**src/rtl/rtc_pkg.sv**
```systemverilog
// Package: shared register offsets and identification bytes for the
// seconds-counter RTC. Assumes a 4 KiB register page with word-aligned
// accesses.
package rtc_pkg;
    localparam int PAGE_AW = 12;

    localparam logic [PAGE_AW-1:0] OFS_COUNT = 12'h000;
    localparam logic [PAGE_AW-1:0] OFS_MATCH = 12'h004;
    localparam logic [PAGE_AW-1:0] OFS_LOAD  = 12'h008;
    localparam logic [PAGE_AW-1:0] OFS_CTRL  = 12'h00C;
    localparam logic [PAGE_AW-1:0] OFS_MASK  = 12'h010;
    localparam logic [PAGE_AW-1:0] OFS_RAW   = 12'h014;
    localparam logic [PAGE_AW-1:0] OFS_MSTAT = 12'h018;
    localparam logic [PAGE_AW-1:0] OFS_CLEAR = 12'h01C;
    localparam logic [PAGE_AW-1:0] OFS_IDWIN = 12'hFE0;

    // Identification byte for word index 0..7 of the ID window.
    function automatic logic [7:0] id_byte(input logic [2:0] idx);
        case (idx)
            3'd0:    return 8'h31;
            3'd1:    return 8'h10;
            3'd2:    return 8'h14;
            3'd3:    return 8'h00;
            3'd4:    return 8'h0D;
            3'd5:    return 8'hF0;
            3'd6:    return 8'h05;
            default: return 8'hB1;
        endcase
    endfunction
endpackage

```
**src/rtl/rtc_count_unit.sv**
```systemverilog
// Seconds count and load-value holder.
// Does: steps the count on tick_en, or replaces it on a load write (the load
// wins). Exposes the next count value and a flag saying the count is being
// updated, so the alarm logic can compare in the same edge.
// Assumes: the load strobe is already decoded.
module rtc_count_unit #(
    parameter int DATA_W = 32
) (
    input  logic              clk,
    input  logic              rst_n,
    input  logic              tick_en,
    input  logic              load_wr,
    input  logic [DATA_W-1:0] load_val,
    output logic [DATA_W-1:0] cnt_q,
    output logic [DATA_W-1:0] cnt_nxt,
    output logic              cnt_upd,
    output logic [DATA_W-1:0] load_q
);
    // Next-count selection: a load overrides a tick.
    always_comb begin
        cnt_upd = load_wr | tick_en;
        if (load_wr)
            cnt_nxt = load_val;
        else if (tick_en)
            cnt_nxt = cnt_q + DATA_W'(1);
        else
            cnt_nxt = cnt_q;
    end

    // Count register.
    always_ff @(posedge clk) begin
        if (!rst_n) cnt_q <= '0;
        else        cnt_q <= cnt_nxt;
    end

    // Holds the last written load value for readback.
    always_ff @(posedge clk) begin
        if (!rst_n)       load_q <= '0;
        else if (load_wr) load_q <= load_val;
    end
endmodule

```
**src/rtl/rtc_alarm_unit.sv**
```systemverilog
// Match register, raw alarm status, mask and interrupt output.
// Does: sets raw status when an update of the count or of the match value
// makes the two equal. A clear write drops raw status unless a set event
// happens in the same edge.
// Assumes: strobes are decoded and at most one register write per cycle.
module rtc_alarm_unit #(
    parameter int DATA_W = 32
) (
    input  logic              clk,
    input  logic              rst_n,
    input  logic              match_wr,
    input  logic              mask_wr,
    input  logic              clear_wr,
    input  logic [DATA_W-1:0] wdata,
    input  logic [DATA_W-1:0] cnt_nxt,
    input  logic              cnt_upd,
    output logic [DATA_W-1:0] match_q,
    output logic              mask_q,
    output logic              raw_q,
    output logic              irq
);
    logic [DATA_W-1:0] match_nxt;
    logic              set_evt;

    // Event detection on the post-edge values.
    always_comb begin
        match_nxt = match_wr ? wdata : match_q;
        set_evt   = (cnt_upd | match_wr) && (cnt_nxt == match_nxt);
    end

    // Match value register.
    always_ff @(posedge clk) begin
        if (!rst_n) match_q <= '0;
        else        match_q <= match_nxt;
    end

    // One-bit mask; upper write bits are discarded.
    always_ff @(posedge clk) begin
        if (!rst_n)       mask_q <= 1'b0;
        else if (mask_wr) mask_q <= wdata[0];
    end

    // Sticky raw status; a set takes priority over a clear.
    always_ff @(posedge clk) begin
        if (!rst_n)        raw_q <= 1'b0;
        else if (set_evt)  raw_q <= 1'b1;
        else if (clear_wr) raw_q <= 1'b0;
    end

    // Interrupt line gated by the mask.
    assign irq = raw_q & mask_q;
endmodule

```
**src/rtl/rtc_bus_port.sv**
```systemverilog
// Register bus front end.
// Does: decodes write strobes from the address and registers the read data
// one cycle after the read strobe. The read data holds when there is no read.
// Assumes: ADDR_W is at least 12; address bits 1:0 are ignored.
module rtc_bus_port #(
    parameter int DATA_W = 32,
    parameter int ADDR_W = 12
) (
    input  logic              clk,
    input  logic              rst_n,
    input  logic [ADDR_W-1:0] bus_addr,
    input  logic              bus_wr,
    input  logic              bus_rd,
    input  logic [DATA_W-1:0] cnt_q,
    input  logic [DATA_W-1:0] match_q,
    input  logic [DATA_W-1:0] load_q,
    input  logic              mask_q,
    input  logic              raw_q,
    output logic              load_wr,
    output logic              match_wr,
    output logic              mask_wr,
    output logic              clear_wr,
    output logic [DATA_W-1:0] bus_rdata
);
    import rtc_pkg::*;

    localparam int LOW_IGN = 2;
    localparam int ID_IGN  = 5;

    logic [ADDR_W-1:0] word_addr;
    logic [ADDR_W-1:0] id_base;
    logic              id_hit;
    logic [DATA_W-1:0] rd_mux;

    // Aligned address, ID-window hit, and the decoded write strobes.
    always_comb begin
        word_addr = {bus_addr[ADDR_W-1:LOW_IGN], {LOW_IGN{1'b0}}};
        id_base   = {bus_addr[ADDR_W-1:ID_IGN], {ID_IGN{1'b0}}};
        id_hit    = (id_base == ADDR_W'(OFS_IDWIN));
        load_wr   = bus_wr && (word_addr == ADDR_W'(OFS_LOAD));
        match_wr  = bus_wr && (word_addr == ADDR_W'(OFS_MATCH));
        mask_wr   = bus_wr && (word_addr == ADDR_W'(OFS_MASK));
        clear_wr  = bus_wr && (word_addr == ADDR_W'(OFS_CLEAR));
    end

    // Read multiplexer; the clear register and holes read zero.
    always_comb begin
        rd_mux = '0;
        if (id_hit)
            rd_mux = DATA_W'(id_byte(bus_addr[4:2]));
        else if (word_addr == ADDR_W'(OFS_COUNT)) rd_mux = cnt_q;
        else if (word_addr == ADDR_W'(OFS_MATCH)) rd_mux = match_q;
        else if (word_addr == ADDR_W'(OFS_LOAD))  rd_mux = load_q;
        else if (word_addr == ADDR_W'(OFS_CTRL))  rd_mux = DATA_W'(1);
        else if (word_addr == ADDR_W'(OFS_MASK))  rd_mux = DATA_W'(mask_q);
        else if (word_addr == ADDR_W'(OFS_RAW))   rd_mux = DATA_W'(raw_q);
        else if (word_addr == ADDR_W'(OFS_MSTAT)) rd_mux = DATA_W'(raw_q & mask_q);
    end

    // Registered read data, updated only on a read strobe.
    always_ff @(posedge clk) begin
        if (!rst_n)      bus_rdata <= '0;
        else if (bus_rd) bus_rdata <= rd_mux;
    end
endmodule

```
**src/rtl/secs_alarm_rtc.sv**
```systemverilog
// Top of the seconds-counter RTC with alarm interrupt.
// Does: ties the bus front end, the count unit and the alarm unit together.
// Assumes: tick_en is synchronous to clk and at most one cycle per second
// wide; the bus issues at most one access per cycle.
module secs_alarm_rtc #(
    parameter int DATA_W = 32,
    parameter int ADDR_W = 12
) (
    input  logic              clk,
    input  logic              rst_n,
    input  logic              tick_en,
    input  logic [ADDR_W-1:0] bus_addr,
    input  logic              bus_wr,
    input  logic              bus_rd,
    input  logic [DATA_W-1:0] bus_wdata,
    output logic [DATA_W-1:0] bus_rdata,
    output logic              alarm_irq
);
    logic [DATA_W-1:0] cnt_q, cnt_nxt, load_q, match_q;
    logic              cnt_upd, mask_q, raw_q;
    logic              load_wr, match_wr, mask_wr, clear_wr;

    rtc_bus_port #(.DATA_W(DATA_W), .ADDR_W(ADDR_W)) u_bus (
        .clk(clk), .rst_n(rst_n), .bus_addr(bus_addr), .bus_wr(bus_wr),
        .bus_rd(bus_rd), .cnt_q(cnt_q), .match_q(match_q), .load_q(load_q),
        .mask_q(mask_q), .raw_q(raw_q), .load_wr(load_wr),
        .match_wr(match_wr), .mask_wr(mask_wr), .clear_wr(clear_wr),
        .bus_rdata(bus_rdata)
    );

    rtc_count_unit #(.DATA_W(DATA_W)) u_cnt (
        .clk(clk), .rst_n(rst_n), .tick_en(tick_en), .load_wr(load_wr),
        .load_val(bus_wdata), .cnt_q(cnt_q), .cnt_nxt(cnt_nxt),
        .cnt_upd(cnt_upd), .load_q(load_q)
    );

    rtc_alarm_unit #(.DATA_W(DATA_W)) u_alm (
        .clk(clk), .rst_n(rst_n), .match_wr(match_wr), .mask_wr(mask_wr),
        .clear_wr(clear_wr), .wdata(bus_wdata), .cnt_nxt(cnt_nxt),
        .cnt_upd(cnt_upd), .match_q(match_q), .mask_q(mask_q),
        .raw_q(raw_q), .irq(alarm_irq)
    );
endmodule

```
**config.mk**
```make
export PLATFORM = sky130hd
export DESIGN_NAME = secs_alarm_rtc
export DESIGN_NICKNAME = d
export VERILOG_FILES = /design/src/rtl/rtc_pkg.sv /design/src/rtl/rtc_count_unit.sv /design/src/rtl/rtc_alarm_unit.sv /design/src/rtl/rtc_bus_port.sv /design/src/rtl/secs_alarm_rtc.sv
export SDC_FILE = /design/constraint.sdc
export NUM_CORES = 1
export LEC_CHECK = 0
export BUFFER_PORTS_ARGS = -buffer_cell sky130_fd_sc_hd__buf_2
export CAP_MARGIN = 30
export CORE_MARGIN = 8
export CORE_UTILIZATION = 55
export DETAILED_ROUTE_END_ITERATION = 12
export MAX_ROUTING_LAYER = met4
export PLACE_DENSITY = 0.79
export SETUP_SLACK_MARGIN = 0.3
export SYNTH_ARGS = -nofsm -noshare
export SYNTH_HDL_FRONTEND = slang
export SYNTH_SLANG_ARGS = --single-unit
```
**constraint.sdc**
```tcl
create_clock -name clk -period 5.95 [get_ports clk]
set_input_delay 0.2975 -clock clk [delete_from_list [all_inputs] [get_ports clk]]
set_output_delay 0.2975 -clock clk [all_outputs]
set_load 0.02 [all_outputs]
```
==> key figures, run 1 <==
Status
  • Result of the run: completed

Clocking
  • Clock latency of the later-clocked register in the worst-skew pair: 0.42 ns
  • H-tree depth reported by CTS: 4
  • Count of hold-fix buffers inserted at cts: 0
  • Clk sinks: 130
  • Number of clock buffers inserted by TritonCTS: 17
  • CTS tree: yes
  • Post-CTS Setup Repair Bufs: 0
  • Clock root buffer: sky130_fd_sc_hd__clkbuf_16
  • Reg clk slew, reported paths: 0.06 ns
  • Longest Clk Path Bufs: 2
  • Post_cts resized: 0

Synth
  • Syn Std Cell Area: 7380 µm²
  • Cell with the most instances after synthesis: sky130_fd_sc_hd__nand2_1
  • Sequential element share of the synthesized area: 35.3%
  • Post-synthesis cell count: 904
  • Distinct cell type count after synthesis: 64
  • Cell type contributing the most total cell area after synthesis: sky130_fd_sc_hd__dfxtp_1
  • Average instance area after synthesis: 8.16 µm²
  • Fraction of post-synthesis cell area in the top cell type by area: 35.3%
  • List of most frequent post-synthesis cells: 190 x sky130_fd_sc_hd__nand2_1, 130 x sky130_fd_sc_hd__dfxtp_1, 65 x sky130_fd_sc_hd__a21boi_0
  • Number of synthesized flops with an enable pin: 0
  • Register bit total from synthesis: 130
  • Asr flop ratio synth: 0%
  • Post-synthesis net count: 954
  • Post-synth top flop: sky130_fd_sc_hd__dfxtp_1
  • Largest cells by area after synthesis: sky130_fd_sc_hd__dfxtp_1 35%, sky130_fd_sc_hd__nand2_1 9.7%, sky130_fd_sc_hd__a21boi_0 6.6%
  • YS warnings: 0

Global routing
  • Global-route usage over all layers: 23.6%
  • Aggregate global routing overflow: 0
  • First-pass GRT wire length: 32900 µm
  • Number of global-route vias before repair: 6464
  • Initial antenna violation count: 1
  • Pin count of the biggest net entering global routing: 96

Min path
  • Hold WC Path Type: in -> reg

Layout
  • Fraction of final layout cells sized beyond drive strength 1: 14.2%
  • Net count reported at finish: 995
  • P&R area growth vs syn: 13.6%
  • Fill cell count: 1162
  • Multi-input combinational cell area: 4500 µm²
  • Sequential cell area: 2600 µm²
  • Count of placed standard cells in the final layout, fillers left out: 1133

STA
  • Final-report max-slew violation count: 0
  • Unrepaired setup endpoints after global routing: false
  • Final Critical Period: 3.21 ns
  • Layout Skew: 0.00982 ns
  • Number of failing setup endpoints in the final timing report: 0
  • Final clock period utilization by the worst path: 53.9%
  • Achievable Freq: 0.312 GHz
  • Setup TNS Final: 0 ns
  • Headroom to the max-slew limit: 34.4%
  • Slew at the pin with the worst max-slew slack: 0.982 ns
  • Final Hold Fails: 0

Power
  • Cell Pwr Density: 240 nW/µm²
  • Peak supply drop: 0.188 mV
  • Static leakage power: 3.47 nW

Die
  • Vertical die dimension: 132 µm
  • Count of boundary I/O pins: 82
  • Horizontal die dimension: 132 µm
  • Core outline area: 13200 µm²
  • Area of the die: 17400 µm²
  • Site Rows: 42
  • Starting utilization of the core area: 55.9%

Routing
  • DRC violations left: 0
  • Via count normalized by instance count: 6.18
  • Post-Route WL: 20400 µm
  • Via count: 7006
  • Mean routed wirelength per cell: 18.0 µm
  • Count of antenna-violating nets left after detailed routing: 0
  • Drt first-iter violations: 820
  • Router iterations before antenna repair: 8

Place
  • DP Cell Count: 1102
  • Detail Placement HPWL: 13100 µm
  • Placer congestion estimate: 0.858
  • Number of input and output port buffers inserted: 79

Worst setup path
  • List of cells traversed by the critical path: buf_2 -> or4b_1 -> nor3_4 -> buf_4 -> nand2b_1 -> nor2_1 -> nor3_1 -> a211o_1 -> nor4_1 -> nand4_1 -> o31ai_2
  • CP Class: in -> reg
  • Family with the most delay on the worst path: simple AND/OR/NAND/NOR gates
  • Kind of launch point of the worst setup path: input pin
  • Data required time at the worst endpoint: 6.29 ns
  • Crit Path Max Fanout: 21
  • Crit path buffers/inverters: 2
  • Stage delay of the slowest cell on the critical path: 0.79 ns
  • Arrival time of data at the critical path endpoint: 3.55 ns
  • Kind of end point of the critical path: flip-flop
  • Cell with the biggest individual delay on the critical path: sky130_fd_sc_hd__or4b_1

Run
  • Max-cap violations: 0
worst min-delay path, delay by kind of cell:
| kind | cells | cell delay, ns |
|---|---|---|
| AO/OA/AOI/OAI | 1 | 0.06 |
| buffers and inverters | 1 | 0.12 |
| AND/OR/NAND/NOR | 1 | 0.05 |
routing by layer:
metal  up-vias  GRT usage [%]  share of wire, %
li1       3376              -                 -
met1      3326           30.5                45
met2       279           35.4                46
met3        25           5.03               7.4
met4         0           9.06               1.6
met5         -              -                 0
kinds of logic after synthesis:
family	after synthesis	share of synthesized area [%]
compound gates	268	27.4
flops	130	35.3
mux	11	1.53
fa+ha+maj	1	0.170
simple gates	358	23.4
xor+xnor	63	8.04
buf+inv	73	4.21
registers in the layout, indices dropped and copies added, names as in the netlist:
name,cells
u_alm.mask_q,1
u_alm.match_q,32
u_alm.raw_q,1
u_bus.bus_rdata,32
u_cnt.cnt_q,32
u_cnt.load_q,32
cell type report:
class	count	area share, %
Sequential cell	130	31.1
Timing Repair Buffer	92	5.92
Multi-Input combinational cell	701	53.7
Clock buffer	25	5.92
Antenna cell	1	0.0299
Clock inverter	5	0.627
Tap cell	176	2.63
Inverter	3	0.134
final timing paths:
path                 endpoint  slack (ns)  depth (start not counted)        startpoint
max               u_alm.raw_q        2.74                         11       bus_addr[2]
min          u_alm.match_q[5]        0.16                          3      bus_wdata[5]
max reg2reg       u_alm.raw_q        2.75                          9    u_cnt.cnt_q[7]
min reg2reg  u_cnt.load_q[11]        0.47                          2  u_cnt.load_q[11]
layout by cell type, fill, tap and decap left out, types with 17 or more instances in the layout:
| master | instances |
|---|---|
| sky130_fd_sc_hd__buf_2 | 78 |
| sky130_fd_sc_hd__nand4_1 | 18 |
| sky130_fd_sc_hd__nand2_1 | 190 |
| sky130_fd_sc_hd__o21ai_0 | 42 |
| sky130_fd_sc_hd__nand3_1 | 19 |
| sky130_fd_sc_hd__xnor2_1 | 35 |
| sky130_fd_sc_hd__clkbuf_16 | 17 |
| sky130_fd_sc_hd__a21boi_0 | 65 |
| sky130_fd_sc_hd__xor2_1 | 25 |
| sky130_fd_sc_hd__and2_1 | 24 |
| sky130_fd_sc_hd__o211a_1 | 38 |
| sky130_fd_sc_hd__nor2_1 | 33 |
| sky130_fd_sc_hd__a222oi_1 | 27 |
| sky130_fd_sc_hd__a21oi_1 | 26 |
| sky130_fd_sc_hd__dfxtp_1 | 130 |
through the flow:
step | total power, mW | worst slack (ns) | utilization, % | hold WS [ns] | instance area, µm²
global placement | 1.04 | 2.36 | 59.3 | 0.449 | 7830
floorplan | 0.991 | 3.30 | - | 0.439 | 7380
global route | 2.07 | 2.56 | 63.5 | 0.166 | 8380
detailed placement | 1.04 | 2.35 | 59.3 | 0.457 | 7830
CTS | 2.02 | 2.77 | 63.5 | 0.148 | 8370
finish | 2.01 | 2.74 | 63.5 | 0.158 | 8380
power breakdown:
group / internal [mW] / leakage [nW] / total, mW / switching [mW]
clock: 0.611 / 0.269 / 0.984 / 0.373
sequential: 0.884 / 1.05 / 0.893 / 0.00905
combinational: 0.0515 / 2.14 / 0.133 / 0.0814
total: 1.55 / 3.47 / 2.01 / 0.463
Note: power is estimated with default switching activity, not from simulation.
==> run 2, diff against run 1 <==
--- a/config.mk
+++ b/config.mk
@@ -5,6 +5,7 @@
 export SDC_FILE = /design/constraint.sdc
 export NUM_CORES = 1
 export LEC_CHECK = 0
+export ABC_AREA = 1
 export BUFFER_PORTS_ARGS = -buffer_cell sky130_fd_sc_hd__buf_2
 export CAP_MARGIN = 30
 export CORE_MARGIN = 8
==> constraint.sdc (replaced) <==
create_clock -name clk -period 3.3 [get_ports clk]
set_input_delay 0.165 -clock clk [delete_from_list [all_inputs] [get_ports clk]]
set_output_delay 0.165 -clock clk [all_outputs]
set_load 0.02 [all_outputs]
==> key figures, run 2 <==
Global routing
  • Aggregate global routing overflow: 0 (unchanged)
  • Global-route usage over all layers: 25.5% (+1.9 points)
  • Pin count of the biggest net entering global routing: 76 (-21%)
  • First-pass GRT wire length: 32800 µm (-0.25%)
  • Number of global-route vias before repair: 6829 (+5.6%)
  • Initial antenna violation count: 0 (-1)

Routing
  • Post-Route WL: 20800 µm (+1.7%)
  • Via count: 7598 (+8.4%)
  • DRC violations left: 0 (unchanged)
  • Count of antenna-violating nets left after detailed routing: 0 (unchanged)
  • Via count normalized by instance count: 5.50 (-11%)
  • Mean routed wirelength per cell: 15.0 µm (-17%)
  • Router iterations before antenna repair: 6 (-2)
  • Drt first-iter violations: 658 (-20%)

Synth
  • Distinct cell type count after synthesis: 40 (-38%)
  • Post-synth top flop: sky130_fd_sc_hd__dfxtp_1
  • Post-synthesis net count: 1179 (+24%)
  • YS warnings: 0 (unchanged)
  • List of most frequent post-synthesis cells: 367 x sky130_fd_sc_hd__nand2_1, 130 x sky130_fd_sc_hd__dfxtp_1, 129 x sky130_fd_sc_hd__inv_1
  • Fraction of post-synthesis cell area in the top cell type by area: 36.0% (+0.68 points)
  • Syn Std Cell Area: 7240 µm² (-1.9%)
  • Number of synthesized flops with an enable pin: 0 (unchanged)
  • Cell with the most instances after synthesis: sky130_fd_sc_hd__nand2_1
  • Post-synthesis cell count: 1129 (+25%)
  • Asr flop ratio synth: 0% (unchanged)
  • Sequential element share of the synthesized area: 36.0% (+0.68 points)
  • Largest cells by area after synthesis: sky130_fd_sc_hd__dfxtp_1 36%, sky130_fd_sc_hd__nand2_1 19%, sky130_fd_sc_hd__inv_1 6.7%
  • Average instance area after synthesis: 6.41 µm² (-21%)
  • Cell type contributing the most total cell area after synthesis: sky130_fd_sc_hd__dfxtp_1
  • Register bit total from synthesis: 130 (unchanged)

Layout
  • Ant. Diodes: 0 (-1)
  • Most common cell after layout, fill and taps aside: sky130_fd_sc_hd__nand2_1
  • Net count reported at finish: 1244 (+25%)
  • Fill cell count: 1248 (+7.4%)
  • P&R area growth vs syn: 15.3%
  • Fraction of final layout cells sized beyond drive strength 1: 12.3% (-1.9 points)
  • Most frequent cells in the layout: 367 x sky130_fd_sc_hd__nand2_1, 130 x sky130_fd_sc_hd__dfxtp_1, 129 x sky130_fd_sc_hd__inv_1

STA
  • Number of failing setup endpoints in the final timing report: 0 (unchanged)
  • Achievable Freq: 0.386 GHz
  • Worst hold-check slack: 0.0304 ns (-0.128 ns)
  • Final-report max-slew violation count: 0 (unchanged)
  • Slew at the pin with the worst max-slew slack: 0.755 ns (-0.227 ns)
  • Setup TNS Final: 0 ns (unchanged)
  • Layout Skew: 0.00487 ns (-0.00495 ns)
  • Headroom to the max-slew limit: 49.7% (+15 points)
  • Final Hold Fails: 0 (unchanged)
  • Unrepaired setup endpoints after global routing: false
  • Final clock period utilization by the worst path: 78.4%
  • Final Critical Period: 2.59 ns

Power
  • Peak supply drop: 0.397 mV (+110%)
  • Static leakage power: 3.84 nW (+11%)
  • Cell Pwr Density: 435 nW/µm² (+81%)

Place
  • Detail Placement HPWL: 14200 µm (+8.3%)
  • Placer congestion estimate: 0.977 (+14%)
  • Number of input and output port buffers inserted: 79 (unchanged)

Clocking
  • Clock latency of the later-clocked register in the worst-skew pair: 0.43 ns (about the same)
  • Clock root buffer: sky130_fd_sc_hd__clkbuf_16
  • Clk sinks: 130 (unchanged)
  • Number of clock buffers inserted by TritonCTS: 17 (unchanged)
  • Reg clk slew, reported paths: 0.05 ns (about the same)
  • H-tree depth reported by CTS: 4 (unchanged)
  • CTS tree: yes
  • Longest Clk Path Bufs: 2 (unchanged)
  • Count of hold-fix buffers inserted at cts: 0 (unchanged)

Worst setup path
  • Data required time at the worst endpoint: 3.63 ns (-2.66 ns)
  • CP Class: reg -> reg
  • Kind of end point of the critical path: flip-flop
  • Arrival time of data at the critical path endpoint: 2.92 ns (-0.63 ns)
  • Kind of launch point of the worst setup path: flip-flop
  • Crit Path Max Fanout: 7 (-67%)

Die
  • Starting utilization of the core area: 55.5% (-0.40 points)
  • Area of the die: 17100 µm² (-1.7%)
  • Core outline area: 13000 µm² (-1.2%)
  • Vertical die dimension: 131 µm (-0.84%)
  • Horizontal die dimension: 131 µm (-0.84%)
  • Site Rows: 42 (unchanged)
  • Count of boundary I/O pins: 82 (unchanged)

Status
  • Result of the run: completed

Run
  • Max-cap violations: 0 (unchanged)

Min path
  • Hold WC Path Type: in -> reg
-- run 2: cell types whose count changed in the layout (fill, tap and decap cells not counted), sizes merged, moves of 14 or more --
cell	change
a21boi	-65
a21oi	+57
a222oi	-27
and2	-23
inv	+128
nand2	+185
nand3	+49
nand4	+14
nor2	+92
o211a	-38
o211ai	+37
xnor2	-35
xor2	-21
-- run 2: stage by stage --
| step | worst slack (ns) | power (mW) | util, % | cells | cell area, µm² |
|---|---|---|---|---|---|
| 6_report | 0.711 | 3.63 | 64.0 | 1381 | 8340 |
| 5_1_grt | 0.382 | 3.71 | 64.0 | 1381 | 8340 |
| 3_5_place_dp | 0.666 | 1.78 | 59.5 | 1351 | 7760 |
| 3_3_place_gp | 0.722 | 1.78 | 59.5 | 1351 | 7760 |
| 2_1_floorplan | 1.42 | 1.71 | - | 1129 | 7240 |
| 4_1_cts | 0.653 | 3.63 | 64.0 | 1381 | 8340 |
-- run 2: where the power goes --
group / total [mW] / switching (mW) / internal (mW) / leakage, nW
Sequential: 1.58 / 0.00627 / 1.58 / 1.05
Combinational: 0.166 / 0.116 / 0.0496 / 2.50
Clock: 1.88 / 0.679 / 1.20 / 0.289
-- run 2: cell families (layout without fill, tap and decap cells) --
kind of cell	after synthesis	count (layout)	share of synthesized area [%]
buf+inv	181	257	9.93
xor+xnor	4	4	0.484
fa+ha+maj	1	1	0.173
compound gates	192	192	16.0
flops	130	130	36.0
simple gates	620	620	37.3
mux	1	1	0.138
-- run 2: repair_timing --
action | CTS | global route
buffers inserted | 0 | 0
endpoints found under the setup margin | 0 | 1
resized for setup | 0 | 1
-- run 2: worst paths after layout --
check                     start                 end  slack [ns]  depth (start not counted)
max              u_cnt.cnt_q[3]         u_alm.raw_q        0.71                         16
min                bus_wdata[1]     u_cnt.load_q[1]        0.03                          3
max reg2reg      u_cnt.cnt_q[3]         u_alm.raw_q        0.71                         16
min reg2reg  u_bus.bus_rdata[9]  u_bus.bus_rdata[9]        0.46                          2
-- run 2: layout make-up --
class	count	area, µm²	share of cell area [%]
clock buffer	25	505	6.06
clock inverter	5	75.1	0.900
inverter	133	500	6.00
multi-input combinational	818	3920	47.0
sequential	130	2600	31.2
tap	176	220	2.64
timing repair buffer	94	520	6.24
-- run 2: worst max-delay path, stage by stage (launching register included) --
cell and delay [ns]:
sky130_fd_sc_hd__dfxtp_1 0.45, sky130_fd_sc_hd__nand2_1 0.21, sky130_fd_sc_hd__nor2_4 0.25, sky130_fd_sc_hd__nand2_2 0.15, sky130_fd_sc_hd__nor2_4 0.19, sky130_fd_sc_hd__nand2_1 0.08, sky130_fd_sc_hd__nand3_1 0.14, sky130_fd_sc_hd__nand2_1 0.08
sky130_fd_sc_hd__nand2_1 0.06, sky130_fd_sc_hd__nand2_1 0.06, sky130_fd_sc_hd__nor2_1 0.24, sky130_fd_sc_hd__nand2_1 0.09, sky130_fd_sc_hd__nor2_1 0.10, sky130_fd_sc_hd__nand2_1 0.05, sky130_fd_sc_hd__nor2_1 0.09, sky130_fd_sc_hd__nand2_1 0.10
sky130_fd_sc_hd__a21oi_1 0.14
-- run 2: metal layers --
layer  up-vias  GRT usage, %  routed length (µm)
met3        55          5.36                1530
met4         0          12.4                 598
met1      3430          30.1                8730
met2       301          40.9                9920
li1       3812             -                   -
met5         -             -                   0
